==> config.mk <==
export PLATFORM = sky130hd
export DESIGN_NAME = irq_dist_regbank
export DESIGN_NICKNAME = d
export VERILOG_FILES = /design/src/rtl/irq_dist_pkg.sv /design/src/rtl/irq_dist_decode.sv /design/src/rtl/irq_dist_cell.sv /design/src/rtl/irq_dist_rdmux.sv /design/src/rtl/irq_dist_regbank.sv
export SDC_FILE = /design/constraint.sdc
export NUM_CORES = 2
export LEC_CHECK = 0
export ABC_AREA = 1
export BUFFER_PORTS_ARGS = -buffer_cell sky130_fd_sc_hd__buf_2
export CORE_AREA = 2 2 355 357
export CTS_CLUSTER_DIAMETER = 50
export CTS_CLUSTER_SIZE = 10
export DETAILED_ROUTE_END_ITERATION = 8
export DIE_AREA = 0 0 357 359
export PLACE_DENSITY_LB_ADDON = 0.3
export SLEW_MARGIN = 20
export SYNTH_ARGS = -nofsm -noshare
export SYNTH_HDL_FRONTEND = slang
export SYNTH_HIERARCHICAL = 1
export SYNTH_SLANG_ARGS = --single-unit
==> constraint.sdc <==
create_clock -name clk_i -period 4.3 [get_ports clk_i]
set_input_delay 0.43 -clock clk_i [delete_from_list [all_inputs] [get_ports clk_i]]
set_output_delay 0.43 -clock clk_i [all_outputs]
set_load 0.01 [all_outputs]
==> src/rtl/irq_dist_pkg.sv <==
package irq_dist_pkg;
  localparam int ADDR_W = 12;
  localparam int OFF_W  = 10;

  typedef enum logic [3:0] {
    RG_NONE, RG_EN_SET, RG_EN_CLR, RG_PD_SET, RG_PD_CLR,
    RG_AC_SET, RG_AC_CLR, RG_PRIO, RG_CFG
  } region_e;

  // {hit, lane} for a region-relative byte index against the current access
  function automatic logic [2:0] lane_sel(input logic [OFF_W-1:0] idx,
                                          input logic [OFF_W-1:0] off,
                                          input logic             word);
    if (word) return {idx[OFF_W-1:2] == off[OFF_W-1:2], idx[1:0]};
    return {idx == off, 2'b00};
  endfunction
endpackage

==> src/rtl/irq_dist_decode.sv <==
module irq_dist_decode
  import irq_dist_pkg::*;
(
  input  logic [ADDR_W-1:0] addr_i,
  input  logic              word_i,
  output region_e           region_o,
  output logic [OFF_W-1:0]  off_o,
  output logic              ok_o
);
  always_comb begin
    region_o = RG_NONE;
    off_o    = '0;
    if (addr_i[11:10] == 2'b00) begin
      off_o = {3'b000, addr_i[6:0]};
      unique case (addr_i[9:7])
        3'd0:    region_o = RG_EN_SET;
        3'd1:    region_o = RG_EN_CLR;
        3'd2:    region_o = RG_PD_SET;
        3'd3:    region_o = RG_PD_CLR;
        3'd4:    region_o = RG_AC_SET;
        3'd5:    region_o = RG_AC_CLR;
        default: region_o = RG_NONE;
      endcase
    end else if (addr_i[11:10] == 2'b01) begin
      region_o = RG_PRIO;
      off_o    = addr_i[9:0];
    end else if (addr_i[11:8] == 4'hC) begin
      region_o = RG_CFG;
      off_o    = {2'b00, addr_i[7:0]};
    end
  end

  assign ok_o = !(word_i && (addr_i[1:0] != 2'b00));
endmodule

==> src/rtl/irq_dist_cell.sv <==
module irq_dist_cell #(
  parameter int PRIO_BITS  = 5,
  parameter bit LOCKED_CFG = 1'b0
) (
  input  logic                 clk_i,
  input  logic                 rst_ni,
  input  logic                 line_i,
  input  logic                 en_set_i,
  input  logic                 en_clr_i,
  input  logic                 pd_set_i,
  input  logic                 pd_clr_i,
  input  logic                 ac_set_i,
  input  logic                 ac_clr_i,
  input  logic                 prio_we_i,
  input  logic [PRIO_BITS-1:0] prio_wd_i,
  input  logic                 cfg_we_i,
  input  logic                 cfg_edge_i,
  output logic                 enable_o,
  output logic                 pending_o,
  output logic                 active_o,
  output logic                 edge_o,
  output logic [PRIO_BITS-1:0] prio_o
);
  logic line_q, soft_q, pend_q, en_q, act_q, edge_q;
  logic [PRIO_BITS-1:0] prio_q;
  logic rise, cfg_we;

  assign rise   = line_i & ~line_q;
  assign cfg_we = cfg_we_i & ~LOCKED_CFG;

  always_ff @(posedge clk_i or negedge rst_ni) begin
    if (!rst_ni) begin
      line_q <= 1'b0;
      soft_q <= 1'b0;
      pend_q <= 1'b0;
      en_q   <= 1'b0;
      act_q  <= 1'b0;
      edge_q <= 1'b0;
      prio_q <= '0;
    end else begin
      line_q <= line_i;
      if (en_set_i)      en_q <= 1'b1;
      else if (en_clr_i) en_q <= 1'b0;
      if (ac_set_i)      act_q <= 1'b1;
      else if (ac_clr_i) act_q <= 1'b0;
      if (prio_we_i)     prio_q <= prio_wd_i;
      if (!edge_q) begin
        if (pd_set_i)      soft_q <= 1'b1;
        else if (pd_clr_i) soft_q <= 1'b0;
      end
      if (cfg_we) edge_q <= cfg_edge_i;
      // level to edge: keep whatever is pending now
      if (cfg_we && cfg_edge_i && !edge_q) pend_q <= line_q | soft_q;
      else if (edge_q) begin
        if (rise || pd_set_i) pend_q <= 1'b1;
        else if (pd_clr_i)    pend_q <= 1'b0;
      end
    end
  end

  assign enable_o  = en_q;
  assign active_o  = act_q;
  assign edge_o    = edge_q;
  assign prio_o    = prio_q;
  assign pending_o = edge_q ? pend_q : (line_q | soft_q);

  p_en_set_r1: assert property (@(posedge clk_i) disable iff (!rst_ni)
    en_set_i |=> enable_o);
  p_en_clr_r1: assert property (@(posedge clk_i) disable iff (!rst_ni)
    (en_clr_i && !en_set_i) |=> !enable_o);
  p_lvl_latch_r3: assert property (@(posedge clk_i) disable iff (!rst_ni)
    (pd_set_i && !edge_o && !cfg_we_i) |=> pending_o);
  p_lvl_clr_r4: assert property (@(posedge clk_i) disable iff (!rst_ni)
    (pd_clr_i && !pd_set_i && !edge_o && !cfg_we_i) |=> (pending_o == $past(line_i)));
  p_edge_clr_r4: assert property (@(posedge clk_i) disable iff (!rst_ni)
    (pd_clr_i && !pd_set_i && edge_o && !rise && !cfg_we_i) |=> !pending_o);
  p_rise_r5: assert property (@(posedge clk_i) disable iff (!rst_ni)
    (edge_o && line_i && !line_q && !cfg_we_i) |=> pending_o);
  p_act_set_r6: assert property (@(posedge clk_i) disable iff (!rst_ni)
    ac_set_i |=> active_o);
  p_cfg_lock_r8: assert property (@(posedge clk_i) disable iff (!rst_ni)
    (cfg_we_i && LOCKED_CFG) |=> $stable(edge_o));
endmodule

==> src/rtl/irq_dist_rdmux.sv <==
module irq_dist_rdmux
  import irq_dist_pkg::*;
#(
  parameter int NUM_IRQ = 64
) (
  input  logic [NUM_IRQ-1:0]   enable_i,
  input  logic [NUM_IRQ-1:0]   pending_i,
  input  logic [NUM_IRQ-1:0]   active_i,
  input  logic [NUM_IRQ-1:0]   edge_i,
  input  logic [NUM_IRQ*8-1:0] prio_i,
  input  region_e              region_i,
  input  logic [OFF_W-1:0]     off_i,
  input  logic                 word_i,
  input  logic                 ok_i,
  output logic [31:0]          rdata_o
);
  for (genvar k = 0; k < 4; k++) begin : g_lane
    logic [OFF_W-1:0] b;
    logic [7:0]       v;
    logic [3:0]       e4;

    assign b = word_i ? {off_i[OFF_W-1:2], 2'(k)} : off_i;

    // shifting past the vector end yields zero for out-of-range IDs
    always_comb begin
      v  = '0;
      e4 = 4'(edge_i >> {b, 2'b00});
      case (region_i)
        RG_EN_SET, RG_EN_CLR: v = 8'(enable_i  >> {b, 3'b000});
        RG_PD_SET, RG_PD_CLR: v = 8'(pending_i >> {b, 3'b000});
        RG_AC_SET, RG_AC_CLR: v = 8'(active_i  >> {b, 3'b000});
        RG_PRIO:              v = 8'(prio_i    >> {b, 3'b000});
        RG_CFG:               v = {e4[3], 1'b0, e4[2], 1'b0, e4[1], 1'b0, e4[0], 1'b0};
        default:              v = '0;
      endcase
    end

    assign rdata_o[k*8 +: 8] = (ok_i && (word_i || k == 0)) ? v : 8'h00;
  end
endmodule

==> src/rtl/irq_dist_regbank.sv <==
module irq_dist_regbank
  import irq_dist_pkg::*;
#(
  parameter int NUM_IRQ   = 64,
  parameter int PRIO_BITS = 5,
  parameter int NUM_PRIV  = 32
) (
  input  logic                 clk_i,
  input  logic                 rst_ni,
  input  logic                 we_i,
  input  logic                 re_i,
  input  logic [11:0]          addr_i,
  input  logic                 word_i,
  input  logic [31:0]          wdata_i,
  output logic [31:0]          rdata_o,
  input  logic [NUM_IRQ-1:0]   line_i,
  output logic [NUM_IRQ-1:0]   enable_o,
  output logic [NUM_IRQ-1:0]   pending_o,
  output logic [NUM_IRQ-1:0]   active_o,
  output logic [NUM_IRQ-1:0]   edge_o,
  output logic [NUM_IRQ*8-1:0] prio_o
);
  localparam int PAD = 8 - PRIO_BITS;

  region_e          region;
  logic [OFF_W-1:0] off;
  logic             ok, wr;
  logic [31:0]      rd_comb;
  logic [31:0]      rdata_q;

  irq_dist_decode u_dec (
    .addr_i   (addr_i),
    .word_i   (word_i),
    .region_o (region),
    .off_o    (off),
    .ok_o     (ok)
  );

  assign wr = we_i & ok;

  for (genvar i = 0; i < NUM_IRQ; i++) begin : g_irq
    logic [2:0]           ls_bit, ls_pr, ls_cf;
    logic                 hit_bit, dbit;
    logic [7:0]           pbyte;
    logic [PRIO_BITS-1:0] prio_q;

    assign ls_bit  = lane_sel(OFF_W'(i / 8), off, word_i);
    assign ls_pr   = lane_sel(OFF_W'(i), off, word_i);
    assign ls_cf   = lane_sel(OFF_W'(i / 4), off, word_i);
    assign hit_bit = wr & ls_bit[2];
    assign dbit    = wdata_i[{ls_bit[1:0], 3'(i % 8)}];
    assign pbyte   = 8'(wdata_i >> {ls_pr[1:0], 3'b000});

    irq_dist_cell #(
      .PRIO_BITS  (PRIO_BITS),
      .LOCKED_CFG (i < NUM_PRIV)
    ) u_cell (
      .clk_i      (clk_i),
      .rst_ni     (rst_ni),
      .line_i     (line_i[i]),
      .en_set_i   (hit_bit && dbit && region == RG_EN_SET),
      .en_clr_i   (hit_bit && dbit && region == RG_EN_CLR),
      .pd_set_i   (hit_bit && dbit && region == RG_PD_SET),
      .pd_clr_i   (hit_bit && dbit && region == RG_PD_CLR),
      .ac_set_i   (hit_bit && dbit && region == RG_AC_SET),
      .ac_clr_i   (hit_bit && dbit && region == RG_AC_CLR),
      .prio_we_i  (wr && ls_pr[2] && region == RG_PRIO),
      .prio_wd_i  (pbyte[7 -: PRIO_BITS]),
      .cfg_we_i   (wr && ls_cf[2] && region == RG_CFG),
      .cfg_edge_i (wdata_i[{ls_cf[1:0], 3'(2 * (i % 4) + 1)}]),
      .enable_o   (enable_o[i]),
      .pending_o  (pending_o[i]),
      .active_o   (active_o[i]),
      .edge_o     (edge_o[i]),
      .prio_o     (prio_q)
    );

    if (PAD > 0) begin : g_pad
      assign prio_o[i*8 +: 8] = {prio_q, {PAD{1'b0}}};
    end else begin : g_full
      assign prio_o[i*8 +: 8] = 8'(prio_q);
    end
  end

  irq_dist_rdmux #(.NUM_IRQ(NUM_IRQ)) u_rd (
    .enable_i  (enable_o),
    .pending_i (pending_o),
    .active_i  (active_o),
    .edge_i    (edge_o),
    .prio_i    (prio_o),
    .region_i  (region),
    .off_i     (off),
    .word_i    (word_i),
    .ok_i      (ok),
    .rdata_o   (rd_comb)
  );

  always_ff @(posedge clk_i or negedge rst_ni) begin
    if (!rst_ni)   rdata_q <= '0;
    else if (re_i) rdata_q <= rd_comb;
  end
  assign rdata_o = rdata_q;

  p_rd_hold_r11: assert property (@(posedge clk_i) disable iff (!rst_ni)
    !re_i |=> $stable(rdata_o));
  p_misalign_r11: assert property (@(posedge clk_i) disable iff (!rst_ni)
    (re_i && word_i && addr_i[1:0] != 2'b00) |=> (rdata_o == 32'h0));
endmodule

==> impl_metrics.ini <==
[status]
outcome = finished clean

[flow_run]
drv_cap = 0

[clocking]
cts_tree = done
cts.path.max_buffers = 3
htreeDepth = 3
clock_latency_ns = 0.74
clkSlewWorstSetupHoldPaths_ns = 0.05
cts_made_buffers = 97
cts_setup_buffers = 0
numClockSinks = 672
root_buffer = clkbuf_16

[floorplan]
die_h_um = 359
dieArea_um2 = 128200
start_util = 0.4237
dieWidth_um = 357
fp-row-count = 130
ios = 913
core_um2 = 124600

[drt]
drt_iter0_markers = 8136
wire_per_inst_um = 24.97
finalWirelength_um = 267800
vias = 61060
dr.pass1.iters = 6
vias_per_cell = 5.693
postRouteAntennaNets = 0
drc_errors = 0

[grt]
grt_max_degree = 178
grt_usage = 0.4042
antenna_found_initial = 16
grt_first_pass_wirelength_um = 383200
overflow = 0
grt_pass1_vias = 55250

[timing]
period_needed_ns = 3.829
fin_worst_skew_ns = 0.03445
max_freq_ghz = 0.2612
relSlewSlack = 0.2216
worstMarginPinSlew_ns = 1.155
finalCritPeriodShare = 0.8904
hold_slack_ns = 0.2342
maxSlewViolCount = 0
finalSetupTns_ns = 0
setup_viol = 0
finalHoldViolations = 0
grt_setup_unrepaired = false

[finish]
final_common_cell = nand2_1
final_layout_size_suffix_gt1_frac = 0.1596
fillers = 12650
layout.nets = 9135
syn2layout_area_growth_pct = 18.08
fin_area_um2 = 62340
layout_common_cells = nand2_1, nand3_1, buf_2

[worst_hold_path]
hp-start = wdata_i[2]
whs_path_depth = 5
min_to = g_irq[2].u_cell/active_o
hold_path_class = in2reg

[logic_synthesis]
netlist_area_um2 = 52790
syn_area_per_cell_um2 = 6.386
netlist_instances = 8267
yosys_warnings = 6

[critical_path]
worstPathMaxFanout = 136
slowest_stage = o21ai_0
critPathCaptureType = flip-flop
criticalPathCategory = in2reg
r2r_cells = 14
r2r-end = rdata_o[29]
worst_setup_path_start_kind = input port
r2r_start = g_irq[37].u_cell/edge_o
crit_required_ns = 4.92
crit_chain = buf_2, nor2_2, nand3_1, nand3_1, inv_1, nor2_4, buf_12, buf_12, nand2_1, nand3_1, nand3_1, nand3_1, nand2_1, nand2_1, nand2_1, o21ai_0, a21oi_1, mux2_2
cp_common_cell = nand3_1
reg2reg_slack_ns = 1.36
arrival_ns = 4.44
cp_slowest_stage_delay_ns = 0.91

[placed_design]
port-buffer-count = 688
gp_congestion = 1.010
placement.cell_area_um2 = 58610
hpwl_um = 201000

[pwr]
power_density_nw_per_um2 = 331.7
peakVddDrop_v = 0.0003193
p_leak_uw = 0.03278
power_uw = 20680
timing repair:
action / CTS / global route
hold endpoints to repair: 147 / 0
gates resized for setup: 0 / 0
hold buffers: 65 / 0
how the worst max path moves through the flow:
stage / from / end / slack [ns]
after floorplan: addr_i[8] / rdata_o[2] / 1.51
after global routing: addr_i[9] / rdata_o[0] / 0.40
after global placement: addr_i[9] / rdata_o[0] / -0.04
after CTS: addr_i[9] / rdata_o[0] / 0.71
after detailed placement: addr_i[9] / rdata_o[0] / -0.06
final: addr_i[9] / rdata_o[0] / 0.47
power by group:
| part | switching, uW | internal (uW) | leakage [uW] |
|---|---|---|---|
| clock | 3210 | 4600 | 0.00149 |
| sequential | 563 | 6750 | 0.00851 |
| combinational | 3920 | 1640 | 0.0228 |
| total | 7690 | 13000 | 0.0328 |
flip-flops by register name, summed over array words and instances, names as in the netlist:
signal / count
g_irq.u_cell/pend_q: 32
g_irq.u_cell/line_q: 64
g_irq.u_cell/enable_o: 64
g_irq.u_cell/edge_o: 32
g_irq.u_cell/prio_o: 320
g_irq.u_cell/active_o: 64
rdata_o: 32
g_irq.u_cell/soft_q: 64
routing by layer:
| layer | GRT usage | vias to the layer above | share of wire |
|---|---|---|---|
| li1 | - | 27690 | - |
| met1 | 0.5055 | 28780 | 0.37 |
| met2 | 0.6108 | 3770 | 0.43 |
| met3 | 0.08503 | 801 | 0.10 |
| met4 | 0.3027 | 16 | 0.088 |
| met5 | 0 | - | 0.00039 |
through the flow:
step	util	worst slack (ns)	cells
after floorplan	-	1.511	8650
after global placement	0.4704	-0.03705	10510
after detailed placement	0.4704	-0.05515	10510
after CTS	0.5002	0.7087	10720
after global routing	0.5003	0.4031	10720
final	0.5003	0.4714	10730
worst max-delay path: cells and delay by family:
family          cells  cell delay (ns)
compound gates      2             0.98
buf+inv             4             0.96
mux                 1             0.31
simple gates       11             1.57
cell type report:
| class | instances | area, um^2 | share of cell area |
|---|---|---|---|
| Tap cell | 1650 | 2064 | 0.03312 |
| Inverter | 692 | 2646 | 0.04245 |
| Clock inverter | 39 | 519.2 | 0.008329 |
| Sequential cell | 672 | 16820 | 0.2697 |
| Timing Repair Buffer | 1020 | 6665 | 0.1069 |
| Clock buffer | 110 | 2546 | 0.04084 |
| Multi-Input combinational cell | 6539 | 31070 | 0.4984 |
| Antenna cell | 4 | 10.01 | 0.0001606 |
Note: power is estimated with default switching activity, not from simulation.
